$ cat src/rtl/tm16_pkg.sv
package tm16_pkg;

  typedef enum logic [2:0] {
    MD_OFF  = 3'd0,
    MD_CAPT = 3'd1,
    MD_RLD  = 3'd2,
    MD_UPDN = 3'd3,
    MD_BAUD = 3'd4,
    MD_CLKO = 3'd5
  } tm_mode_e;

  typedef struct packed {
    logic run;
    logic cnt_sel;
    logic cap_sel;
    logic ext_en;
    logic down_en;
    logic rx_sel;
    logic tx_sel;
    logic clko_en;
  } tm_cfg_t;

endpackage

$ cat src/rtl/tm16_mode_dec.sv
module tm16_mode_dec
  import tm16_pkg::*;
(
  input  tm_cfg_t  cfg,
  output tm_mode_e mode,
  output logic     fast
);

  // Priority order matters: off, baud, clock-out, capture, up/down, reload.
  always_comb begin
    if (!cfg.run)                          mode = MD_OFF;
    else if (cfg.rx_sel || cfg.tx_sel)     mode = MD_BAUD;
    else if (cfg.clko_en && !cfg.cnt_sel)  mode = MD_CLKO;
    else if (cfg.cap_sel)                  mode = MD_CAPT;
    else if (cfg.down_en)                  mode = MD_UPDN;
    else                                   mode = MD_RLD;
  end

  assign fast = (mode == MD_BAUD) || (mode == MD_CLKO);

endmodule

$ cat src/rtl/tm16_pin_smp.sv
module tm16_pin_smp (
  input  logic clk,
  input  logic rst_n,
  input  logic ce,
  input  logic pin,
  output logic level,
  output logic fall
);

  logic smp_q, smp_n;

  always_comb begin
    smp_n = smp_q;
    if (ce) smp_n = pin;
  end

  always_ff @(posedge clk or negedge rst_n) begin
    if (!rst_n) smp_q <= 1'b0;
    else        smp_q <= smp_n;
  end

  assign level = smp_q;
  assign fall  = ce & smp_q & ~pin;

endmodule

$ cat src/rtl/tm16_count_core.sv
module tm16_count_core
  import tm16_pkg::*;
#(
  parameter int WIDTH = 16
) (
  input  logic             clk,
  input  logic             rst_n,
  input  tm_mode_e         mode,
  input  logic             tick,
  input  logic             trg_fall,
  input  logic             dir_up,
  input  logic             ext_en,
  input  logic             count_wr,
  input  logic [WIDTH-1:0] count_din,
  input  logic             reload_wr,
  input  logic [WIDTH-1:0] reload_din,
  input  logic             ovf_clr,
  input  logic             ext_clr,
  output logic [WIDTH-1:0] cnt,
  output logic [WIDTH-1:0] cap,
  output logic             ovf,
  output logic             ext,
  output logic             wrap
);

  localparam logic [WIDTH-1:0] ALL1 = {WIDTH{1'b1}};
  localparam logic [WIDTH-1:0] ONE  = WIDTH'(1);

  logic [WIDTH-1:0] cnt_q, cnt_n, cap_q, cap_n;
  logic             ovf_q, ovf_n, ext_q, ext_n;
  logic             ovf_set, ext_set, ext_tgl;
  logic             at_max, at_cap, trg_ev;

  assign at_max = (cnt_q == ALL1);
  assign at_cap = (cnt_q == cap_q);
  assign trg_ev = ext_en & trg_fall;

  always_comb begin
    cnt_n   = cnt_q;
    cap_n   = cap_q;
    ovf_set = 1'b0;
    ext_set = 1'b0;
    ext_tgl = 1'b0;
    wrap    = 1'b0;
    unique case (mode)
      MD_CAPT: begin
        if (tick) begin
          cnt_n   = cnt_q + ONE;
          ovf_set = at_max;
        end
        if (trg_ev) begin
          cap_n   = cnt_q;
          ext_set = 1'b1;
        end
      end
      MD_RLD: begin
        if (trg_ev) begin
          cnt_n   = cap_q;
          ext_set = 1'b1;
        end else if (tick) begin
          cnt_n   = at_max ? cap_q : cnt_q + ONE;
          ovf_set = at_max;
        end
      end
      MD_UPDN: begin
        if (tick) begin
          if (dir_up) begin
            cnt_n   = at_max ? cap_q : cnt_q + ONE;
            ovf_set = at_max;
            ext_tgl = at_max;
          end else begin
            cnt_n   = at_cap ? ALL1 : cnt_q - ONE;
            ovf_set = at_cap;
            ext_tgl = at_cap;
          end
        end
      end
      MD_BAUD, MD_CLKO: begin
        if (tick) begin
          cnt_n = at_max ? cap_q : cnt_q + ONE;
          wrap  = at_max;
        end
        if (trg_ev) ext_set = 1'b1;
      end
      default: ;
    endcase
    if (count_wr)  cnt_n = count_din;
    if (reload_wr) cap_n = reload_din;
    ovf_n = ovf_set | (ovf_q & ~ovf_clr);
    ext_n = ext_tgl ? ~ext_q : (ext_set | (ext_q & ~ext_clr));
  end

  always_ff @(posedge clk or negedge rst_n) begin
    if (!rst_n) begin
      cnt_q <= '0;
      cap_q <= '0;
      ovf_q <= 1'b0;
      ext_q <= 1'b0;
    end else begin
      cnt_q <= cnt_n;
      cap_q <= cap_n;
      ovf_q <= ovf_n;
      ext_q <= ext_n;
    end
  end

  assign cnt = cnt_q;
  assign cap = cap_q;
  assign ovf = ovf_q;
  assign ext = ext_q;

  p_off_hold_r2: assert property (@(posedge clk) disable iff (!rst_n)
    (mode == MD_OFF && !count_wr) |=> $stable(cnt_q));

  p_capture_r5: assert property (@(posedge clk) disable iff (!rst_n)
    (mode == MD_CAPT && ext_en && trg_fall && !reload_wr) |=> (cap_q == $past(cnt_q) && ext_q));

  p_underflow_r7: assert property (@(posedge clk) disable iff (!rst_n)
    (mode == MD_UPDN && tick && !dir_up && cnt_q == cap_q && !count_wr) |=> (cnt_q == ALL1 && ovf_q));

  p_no_ovf_fast_r8: assert property (@(posedge clk) disable iff (!rst_n)
    ((mode == MD_BAUD || mode == MD_CLKO) && !ovf_q) |=> !ovf_q);

  p_sticky_r11: assert property (@(posedge clk) disable iff (!rst_n)
    (ovf_q && !ovf_clr) |=> ovf_q);

endmodule

$ cat src/rtl/tm16_baud_out.sv
module tm16_baud_out #(
  parameter int DIV_BITS = 4
) (
  input  logic clk,
  input  logic rst_n,
  input  logic wrap,
  input  logic rx_sel,
  input  logic tx_sel,
  input  logic clko_gate,
  output logic rx_tick,
  output logic tx_tick,
  output logic clk_out
);

  localparam logic [DIV_BITS-1:0] DIV_TOP = {DIV_BITS{1'b1}};

  logic [DIV_BITS-1:0] div_q, div_n;
  logic rx_q, rx_n, tx_q, tx_n, clk_q, clk_n, last;

  always_comb begin
    last  = wrap && (div_q == DIV_TOP);
    div_n = wrap ? div_q + DIV_BITS'(1) : div_q;
    rx_n  = last & rx_sel;
    tx_n  = last & tx_sel;
    clk_n = (wrap & clko_gate) ? ~clk_q : clk_q;
  end

  always_ff @(posedge clk or negedge rst_n) begin
    if (!rst_n) begin
      div_q <= '0;
      rx_q  <= 1'b0;
      tx_q  <= 1'b0;
      clk_q <= 1'b0;
    end else begin
      div_q <= div_n;
      rx_q  <= rx_n;
      tx_q  <= tx_n;
      clk_q <= clk_n;
    end
  end

  assign rx_tick = rx_q;
  assign tx_tick = tx_q;
  assign clk_out = clk_q;

  p_rx_after_wrap_r9: assert property (@(posedge clk) disable iff (!rst_n)
    rx_q |-> $past(wrap));

  p_clk_toggle_r10: assert property (@(posedge clk) disable iff (!rst_n)
    !$stable(clk_q) |-> $past(wrap));

endmodule

$ cat src/rtl/tm16_timer.sv
module tm16_timer
  import tm16_pkg::*;
#(
  parameter int WIDTH    = 16,
  parameter int DIV_BITS = 4
) (
  input  logic             clk,
  input  logic             rst_n,
  input  logic             ce_mach,
  input  logic             ce_state,
  input  logic             cnt_pin,
  input  logic             trg_pin,
  input  logic             run,
  input  logic             cnt_sel,
  input  logic             cap_sel,
  input  logic             ext_en,
  input  logic             down_en,
  input  logic             rx_sel,
  input  logic             tx_sel,
  input  logic             clko_en,
  input  logic             count_wr,
  input  logic [WIDTH-1:0] count_din,
  input  logic             reload_wr,
  input  logic [WIDTH-1:0] reload_din,
  input  logic             ovf_clr,
  input  logic             ext_clr,
  output logic [WIDTH-1:0] count,
  output logic [WIDTH-1:0] capture,
  output logic             ovf_flag,
  output logic             ext_flag,
  output logic             irq,
  output logic             rx_tick,
  output logic             tx_tick,
  output logic             clk_out
);

  tm_cfg_t  cfg;
  tm_mode_e mode;
  logic     fast, tick, wrap;
  logic     cnt_lvl, cnt_fall, trg_lvl, trg_fall;

  assign cfg = '{run: run, cnt_sel: cnt_sel, cap_sel: cap_sel, ext_en: ext_en,
                 down_en: down_en, rx_sel: rx_sel, tx_sel: tx_sel, clko_en: clko_en};

  tm16_mode_dec u_dec (.cfg(cfg), .mode(mode), .fast(fast));

  tm16_pin_smp u_cnt_smp (.clk(clk), .rst_n(rst_n), .ce(ce_mach), .pin(cnt_pin),
                          .level(cnt_lvl), .fall(cnt_fall));
  tm16_pin_smp u_trg_smp (.clk(clk), .rst_n(rst_n), .ce(ce_mach), .pin(trg_pin),
                          .level(trg_lvl), .fall(trg_fall));

  // Step source: sampled pin edge, state rate or machine-cycle rate.
  always_comb begin
    if (mode == MD_OFF) tick = 1'b0;
    else if (cnt_sel)   tick = cnt_fall;
    else if (fast)      tick = ce_state;
    else                tick = ce_mach;
  end

  tm16_count_core #(.WIDTH(WIDTH)) u_core (
    .clk(clk), .rst_n(rst_n), .mode(mode), .tick(tick), .trg_fall(trg_fall),
    .dir_up(trg_lvl), .ext_en(ext_en), .count_wr(count_wr), .count_din(count_din),
    .reload_wr(reload_wr), .reload_din(reload_din), .ovf_clr(ovf_clr),
    .ext_clr(ext_clr), .cnt(count), .cap(capture), .ovf(ovf_flag), .ext(ext_flag),
    .wrap(wrap)
  );

  tm16_baud_out #(.DIV_BITS(DIV_BITS)) u_baud (
    .clk(clk), .rst_n(rst_n), .wrap(wrap), .rx_sel(rx_sel), .tx_sel(tx_sel),
    .clko_gate(clko_en & ~cnt_sel), .rx_tick(rx_tick), .tx_tick(tx_tick),
    .clk_out(clk_out)
  );

  // In up/down mode the external flag is a 17th count bit, not a request.
  assign irq = ovf_flag | (ext_flag & (mode != MD_UPDN));

  p_cnt_edge_r4: assert property (@(posedge clk) disable iff (!rst_n)
    cnt_fall |=> !cnt_lvl);

endmodule

$ cat config.mk
export PLATFORM = sky130hd
export DESIGN_NAME = tm16_timer
export DESIGN_NICKNAME = d
export VERILOG_FILES = /design/src/rtl/tm16_pkg.sv /design/src/rtl/tm16_mode_dec.sv /design/src/rtl/tm16_pin_smp.sv /design/src/rtl/tm16_count_core.sv /design/src/rtl/tm16_baud_out.sv /design/src/rtl/tm16_timer.sv
export SDC_FILE = /design/constraint.sdc
export NUM_CORES = 1
export LEC_CHECK = 0
export CORE_MARGIN = 5
export CORE_UTILIZATION = 48
export DETAILED_ROUTE_END_ITERATION = 10
export GPL_TIMING_DRIVEN = 0
export PLACE_DENSITY = 0.83
export REMOVE_ABC_BUFFERS = 1
export SYNTH_ARGS = -nofsm -noshare
export SYNTH_HDL_FRONTEND = slang
export SYNTH_HIERARCHICAL = 1
export SYNTH_SLANG_ARGS = --single-unit
$ cat constraint.sdc
create_clock -name clk -period 2.6 [get_ports clk]
set_clock_uncertainty 0.15 [all_clocks]
set_input_delay 0.52 -clock clk [delete_from_list [all_inputs] [get_ports clk]]
set_output_delay 0.52 -clock clk [all_outputs]
set_load 0.1 [all_outputs]
== Word level (Yosys, flattened, before mapping) ==
Index checks and enable logic that the tools add are counted.

* Output and inout bits: 38
* Word-level logic and storage cells: 89
* Bits in registers: 43

* Bitwise logic cells: 22
* Reductions and logical operators: 13
* $add $sub $neg: 3
* Multiplexer cells: 30
* Eq/ne operators: 11

{| class="wikitable"
|+ Operators with widths
! operator !! count
|-
| $mux 16 || 11
|-
| $pmux 16 s4 || 1
|-
| $add 16x1->16 const B || 1
|-
| $eq 16x16->1 || 1
|-
| $eq 16x16->1 const B || 1
|-
| $sub 16x1->16 const B || 1
|-
| $mux 1 || 13
|-
| $and 1x1->1 || 12
|-
| $mux 3 || 4
|-
| $not 1->1 || 7
|-
| $eq 3x2->1 const B || 2
|-
| $eq 3x3->1 const B || 2
|-
| $ne 3x3->1 const B || 2
|-
| $reduce_bool 5->1 || 1
|-
| $add 4x1->4 const B || 1
|-
| $eq 4x4->1 const B || 1
|-
| $reduce_bool 2->1 || 2
|-
| $reduce_or 4->1 || 1
|-
| $eq 3x1->1 const B || 1
|-
| $logic_not 3->1 || 1
|-
| $ne 3x2->1 const B || 1
|-
| $or 1x1->1 || 3
|-
| $pmux 1 s3 || 1
|-
| $reduce_and 3->1 || 1
|-
| other kinds (5) || 7
|}

== Depth between registers and ports, before layout ==
* Depth after elaboration: 14
* Depth in mapped cells: 12
* Mapped depth without buffers: 10

== By module ==
The synthesis kept the hierarchy.

{| class="wikitable"
|+ Modules (own cells, without submodules)
! module !! cells an instance !! sequential area each (µm²) !! times used !! area an instance (µm²)
|-
| tm16_count_core || 555 || 850.8 || 1 || 4,061.4
|-
| tm16_baud_out || 21 || 175.2 || 1 || 269.0
|-
| tm16_pin_smp || 3 || 25.0 || 2 || 50.0
|-
| tm16_mode_dec || 6 || 0.0 || 1 || 60.1
|-
| tm16_timer || 8 || 0.0 || 1 || 53.8
|}

== Least setup slack after synthesis ==
No wires, ideal clock.

* Path kind: reg2reg
* Start: register u_core.cnt_q[0] (netlist: u_core/cnt[0])
* End: register u_core.cnt_q[12] (netlist: u_core/cnt[12])
* Setup slack: -0.612 ns
* Arrival time: 2.919 ns
* Library setup time: 0.143 ns
* Required time: 2.307 ns
* Stages on the path, launching flop included: 11
* Path through: dfrtp_1 -> buf_2 -> clkbuf_1 -> inv_1 -> ha_1 -> or4b_4 -> nand4bb_1 -> xor2_1 -> a221oi_1 -> a2111oi_0 -> o221ai_1

* Longest elaborated chain between the ends: 6
* Elaborated cells between the ends (all ways): 13

{| class="wikitable"
|+ Ends and longest elaborated chain
! element !! RTL line !! source
|-
| start, declared || tm16_count_core.sv:29 || <nowiki>logic [WIDTH-1:0] cnt_q, cnt_n, cap_q, cap_n;</nowiki>
|-
| start signal, assigned || tm16_count_core.sv:100 || <nowiki>cnt_q <= cnt_n;</nowiki>
|-
| $sub 16x1->16 (tied with other cells) || tm16_count_core.sv:72 || <nowiki>cnt_n = at_cap ? ALL1 : cnt_q - ONE;</nowiki>
|-
| $mux 16, on equally long branches || -- ||
|-
| $mux 16, on equally long branches || tm16_count_core.sv:67, tm16_count_core.sv:60, tm16_count_core.sv:79 ||
|-
| $mux 16, on equally long branches || tm16_count_core.sv:66, tm16_count_core.sv:57 ||
|-
| $pmux 16 s4 * || tm16_count_core.sv:45 || <nowiki>unique case (mode)</nowiki>
|-
| $mux 16 * || tm16_count_core.sv:87 || <nowiki>if (count_wr) cnt_n = count_din;</nowiki>
|}

Every way passes the cells marked *; elsewhere a longest branch is shown, timed or not. The select of a mux whose other input is x is not followed.
A chain may end at the register's enable or synchronous reset.

== Final worst setup path ==
* Start: input port clko_en
* End: register u_core.cnt_q[9] (netlist: u_core/cnt[9])

* Longest elaborated chain between the ends: 13
* Elaborated cells between the ends (all ways): 23

{| class="wikitable"
|+ Ends and longest elaborated chain
! element !! RTL line !! source
|-
| start, declared || tm16_timer.sv:20 || <nowiki>input logic clko_en,</nowiki>
|-
| $logic_and 1x1->1 * || tm16_mode_dec.sv:13 || <nowiki>else if (cfg.clko_en && !cfg.cnt_sel) mode = MD_CLKO;</nowiki>
|-
| $mux 3 * || tm16_mode_dec.sv:13 ||
|-
| $mux 3 * || tm16_mode_dec.sv:12 || <nowiki>else if (cfg.rx_sel || cfg.tx_sel) mode = MD_BAUD;</nowiki>
|-
| $mux 3 * || tm16_mode_dec.sv:11 || <nowiki>if (!cfg.run) mode = MD_OFF;</nowiki>
|-
| named net mode[2] || tm16_timer.sv:38 || <nowiki>tm_mode_e mode;</nowiki>
|-
| $eq 3x3->1 || tm16_mode_dec.sv:19 || <nowiki>assign fast = (mode == MD_BAUD) || (mode == MD_CLKO);</nowiki>
|-
| $logic_or 1x1->1 || tm16_mode_dec.sv:19 ||
|-
| $mux 1 || tm16_timer.sv:56 || <nowiki>else if (fast) tick = ce_state;</nowiki>
|-
| $mux 1 || tm16_timer.sv:55 || <nowiki>else if (cnt_sel) tick = cnt_fall;</nowiki>
|-
| $mux 1 * || tm16_timer.sv:54 || <nowiki>if (mode == MD_OFF) tick = 1'b0;</nowiki>
|-
| named net tick || tm16_timer.sv:39 || <nowiki>logic fast, tick, wrap;</nowiki>
|-
| $mux 16 (2 in series) || -- ||
|-
| $pmux 16 s4 || tm16_count_core.sv:45 ||
|-
| $mux 16 || tm16_count_core.sv:87 ||
|}

Mark *: on every way through the listed nets, which the timed path passes. The rest lies on a longest branch.

==> out/qor.yml <==
outcome:
  status: "complete, but fails checks"
  violations: "negative hold slack, negative setup slack"
cells_and_area:
  final_cell_mix: "61 x nand2_1, 43 x clkdlybuf4s50_1, 43 x buf_4"
  diodes: 0
  mostFrequentLayoutCell: "nand2_1"
  fillers: 741
  area_growth_pct: 40.0
  drive_above_1_share_pct: 25.0
  fin_cells: 824
  final_nets: 747
grt:
  grt_usage_pct: 31.8
  grt_max_degree: 43
  grt_pass1_wl_um: 28700
  grt_pass1_vias: 5191
  grt_overflow_total: 0
  antenna_found_initial: 0
clock_network:
  clockRootBuffer: "clkbuf_8"
  cts_max_path_buffers: 2
  numCtsBuffers: 5
  clock_latency_ns: 0.31
  cts_hold_repair.buffers: 0
  clk_pin_slew_ns: 0.09
  cts_sinks: 43
  cts_tree: "yes"
  cts_max_level: 2
setup_path:
  slowest_delay_ns: 0.56
  end_kind: "flop"
  slowest_stage: "or4_1"
  worstSetupPathType: "primary input to flop"
  critPathMostFrequentCell: "buf_6"
  crit-reg2reg-launch: "u_core/cnt[12]$_DFFE_PN0P_"
  crit_start: "clko_en"
  worst_ep_required_time_ns: 2.62
  r2r-end: "u_baud/div_q[1]$_DFFE_PN0P_"
  crit_arrival_ns: 3.08
  crit_fanout: 8
  r2r.worst_path.cells: 6
  cp_top_family: "simple AND/OR/NAND/NOR gates"
  r2r_slack_ns: -0.22
  crit_chain: "buf_6 > nor2b_4 > buf_6 > o31a_4 > nor3_4 > a211oi_4 > buf_4 > nor2b_4 > o31a_4 > buf_6 > nor2_4 > a22oi_1 > o21ai_1 > or4_1"
  worst-path-buf-inv: 4
  worst_setup_path_start_kind: "primary input"
floorplan:
  io_pins: 88
  row_count: 35
  coreArea_um2: 9240
  die_w_um: 107
  dieArea_um2: 11500
  die_h_um: 107
  start_util_pct: 49.2
timing:
  rsz0062_at_grt: "true"
  setup_violations: 22
  hold_viol: 1
  fmax_mhz: 327
  drv_slew: 0
  timing.final.crit_share_pct: 118
  maxSlewHeadroom_pct: 26.0
  hold-worst-slack_ns: -0.000195
  tns_ns: -5.84
  fin_ws_ns: -0.457
  final.min_clock_period_ns: 3.06
  worst_pin_slew_ns: 1.11
power:
  pwr-share-seq_pct: 31.6
  clockPowerShare_pct: 18.7
  swShare_pct: 49.0
  pwr_density_cell_nw_per_um2: 471
  ir_drop_v: 0.000277
  power_leakage_nw: 2.68
  switching_power_w: 0.00147
  p_comb_share_pct: 49.6
  p_int_w: 0.00153
placement:
  dp_cells: 759
  place.gp.congestion: 0.975
  dp_hpwl_um: 12000
  numPortBuffers: 87
route:
  viasPerCell: 6.87
  drc: 0
  wl_met3_um: 2260
  highest-signal-layer: "met4"
  drt-met1-wl_um: 7720
  dr_wl_met2_um: 9030
  drtIter0Drc: 691
  drt_first_pass_iters: 5
  routedWlPerCell_um: 24.6
  num_vias: 5662
  postRouteAntennaNets: 0
  finalWirelength_um: 20300
synthesis:
  synthCells: 596
  synth.distinct_cells: 79
  postSynth.asyncResetShare_pct: 100
  ys_ff_latch: 43
  yosys_warnings: 6
  seq_area_frac_synth_pct: 23.7
  ys.flop_type: "dfrtp_1"
  netlist_area_um2: 4540
  synth_edf_count: 0
  synth_area_per_cell_um2: 7.62
min_path:
  hold_path.class: "primary input to asynchronous set/reset pin"
run:
  drv_cap: 0
## synthesized netlist by cell type, types with 5 or more instances
library cell | instances | area share, %
a221oi_1 | 10 | 1.9
a221o_1 | 8 | 1.8
nand4_1 | 7 | 0.96
o211ai_1 | 5 | 0.83
clkbuf_1 | 24 | 2.0
nor4_2 | 6 | 1.7
buf_4 | 7 | 1.2
nor2_1 | 45 | 3.7
mux2i_1 | 21 | 4.6
a22oi_1 | 5 | 0.83
o31a_1 | 8 | 1.5
nor2b_1 | 7 | 0.96
buf_2 | 21 | 2.3
xor2_1 | 23 | 4.4
nand2_1 | 67 | 5.5
a21oi_1 | 45 | 5.0
xnor2_1 | 20 | 3.9
a211oi_1 | 9 | 1.5
o21ai_0 | 54 | 5.9
o21a_1 | 8 | 1.3
nor3_1 | 10 | 1.1
nor4_1 | 6 | 0.83
and3_1 | 7 | 0.96
dfrtp_1 | 43 | 24
o22ai_1 | 8 | 1.1
a31oi_1 | 10 | 1.4
inv_1 | 14 | 1.2
nand3_1 | 15 | 1.7
## worst max path at each step
| stage | end | slack [ns] | depth (start not counted) |
|---|---|---|---|
| 5_1_grt | u_core/cnt[9]$_DFFE_PN0P_ | -0.42 | 13 |
| 3_3_place_gp | u_core/cnt[4]$_DFFE_PN0P_ | -4.43 | 10 |
| 2_1_floorplan | u_core/cnt[9]$_DFFE_PN0P_ | -1.88 | 10 |
| 6_report | u_core/cnt[9]$_DFFE_PN0P_ | -0.46 | 14 |
| 3_5_place_dp | u_core/cnt[6]$_DFFE_PN0P_ | -2.18 | 11 |
| 4_1_cts | u_core/cnt[7]$_DFFE_PN0P_ | -0.28 | 14 |
## flip-flops by register name, summed over array words and instances, names as in the netlist
signal,cells
u_core/cnt,16
u_core/ovf,1
u_cnt_smp/level,1
u_core/cap,16
u_core/ext,1
u_baud/tx_tick,1
u_baud/rx_tick,1
u_baud/div_q,4
u_trg_smp/level,1
u_baud/clk_out,1
## timing repair
item / CTS / global route
endpoints found under the setup margin: 70 / 47
pin swaps: 30 / 31
resized for setup: 145 / 47
buffers inserted: 35 / 25
hold endpoints to repair: 0 / 0
## power by group through the flow
stage | registers [W] | clock network (W) | logic, W
detailed placement | 0.000949 | 0 | 0.00126
global placement | 0.000945 | 0 | 0.00123
floorplan | 0.00130 | 0 | 0.000471
global route | 0.000964 | 0.000595 | 0.00155
CTS | 0.000936 | 0.000567 | 0.00137
finish | 0.000949 | 0.000561 | 0.00149
## worst register-to-register path: stages (launching register included)
cell,delay (ns)
dfrtp_1,0.62
nand3_2,0.31
nor3_4,0.40
buf_4,0.29
nand3_1,0.17
nor2_2,0.38
mux2_2,0.40
## metrics by stage
| step | worst slack (ns) | hold WS, ns | total power, W | instance area (um2) | utilization, % |
|---|---|---|---|---|---|
| 6_report | -0.457 | -0.000195 | 0.00300 | 6360 | 68.8 |
| 4_1_cts | -0.279 | 0.00440 | 0.00287 | 6030 | 65.2 |
| 2_1_floorplan | -1.88 | 0.0744 | 0.00177 | 4280 | - |
| 3_3_place_gp | -4.43 | 0.311 | 0.00218 | 5310 | 57.5 |
| 3_5_place_dp | -2.18 | 0.317 | 0.00221 | 5360 | 58.0 |
| 5_1_grt | -0.422 | 0.0242 | 0.00311 | 6360 | 68.8 |
## kinds of logic after synthesis
group / Yosys count / synth area share, %
AO/OA/AOI/OAI: 203 / 29.2
XOR/XNOR: 43 / 8.29
adder cells (fa/ha/maj): 3 / 0.826
buffers and inverters: 70 / 7.10
flip-flops: 43 / 23.7
multiplexers: 26 / 6.03
AND/OR/NAND/NOR: 208 / 24.9
## routing by layer
| layer | track usage [%] | up-vias |
|---|---|---|
| li1 | - | 2387 |
| met1 | 41.6 | 2663 |
| met2 | 48.9 | 480 |
| met3 | 6.90 | 132 |
| met4 | 16.7 | 0 |
| met5 | 0 | - |
## layout make-up
cell class	count	area [um2]	area share [%]
sequential	43	1100	17.2
tap	129	161	2.54
multi-input combinational	483	3530	55.5
inverter	15	60.1	0.944
timing repair buffer	146	1400	22.0
clock inverter	3	43.8	0.689
clock buffer	5	68.8	1.08
Note: power is estimated with default switching activity, not from simulation.
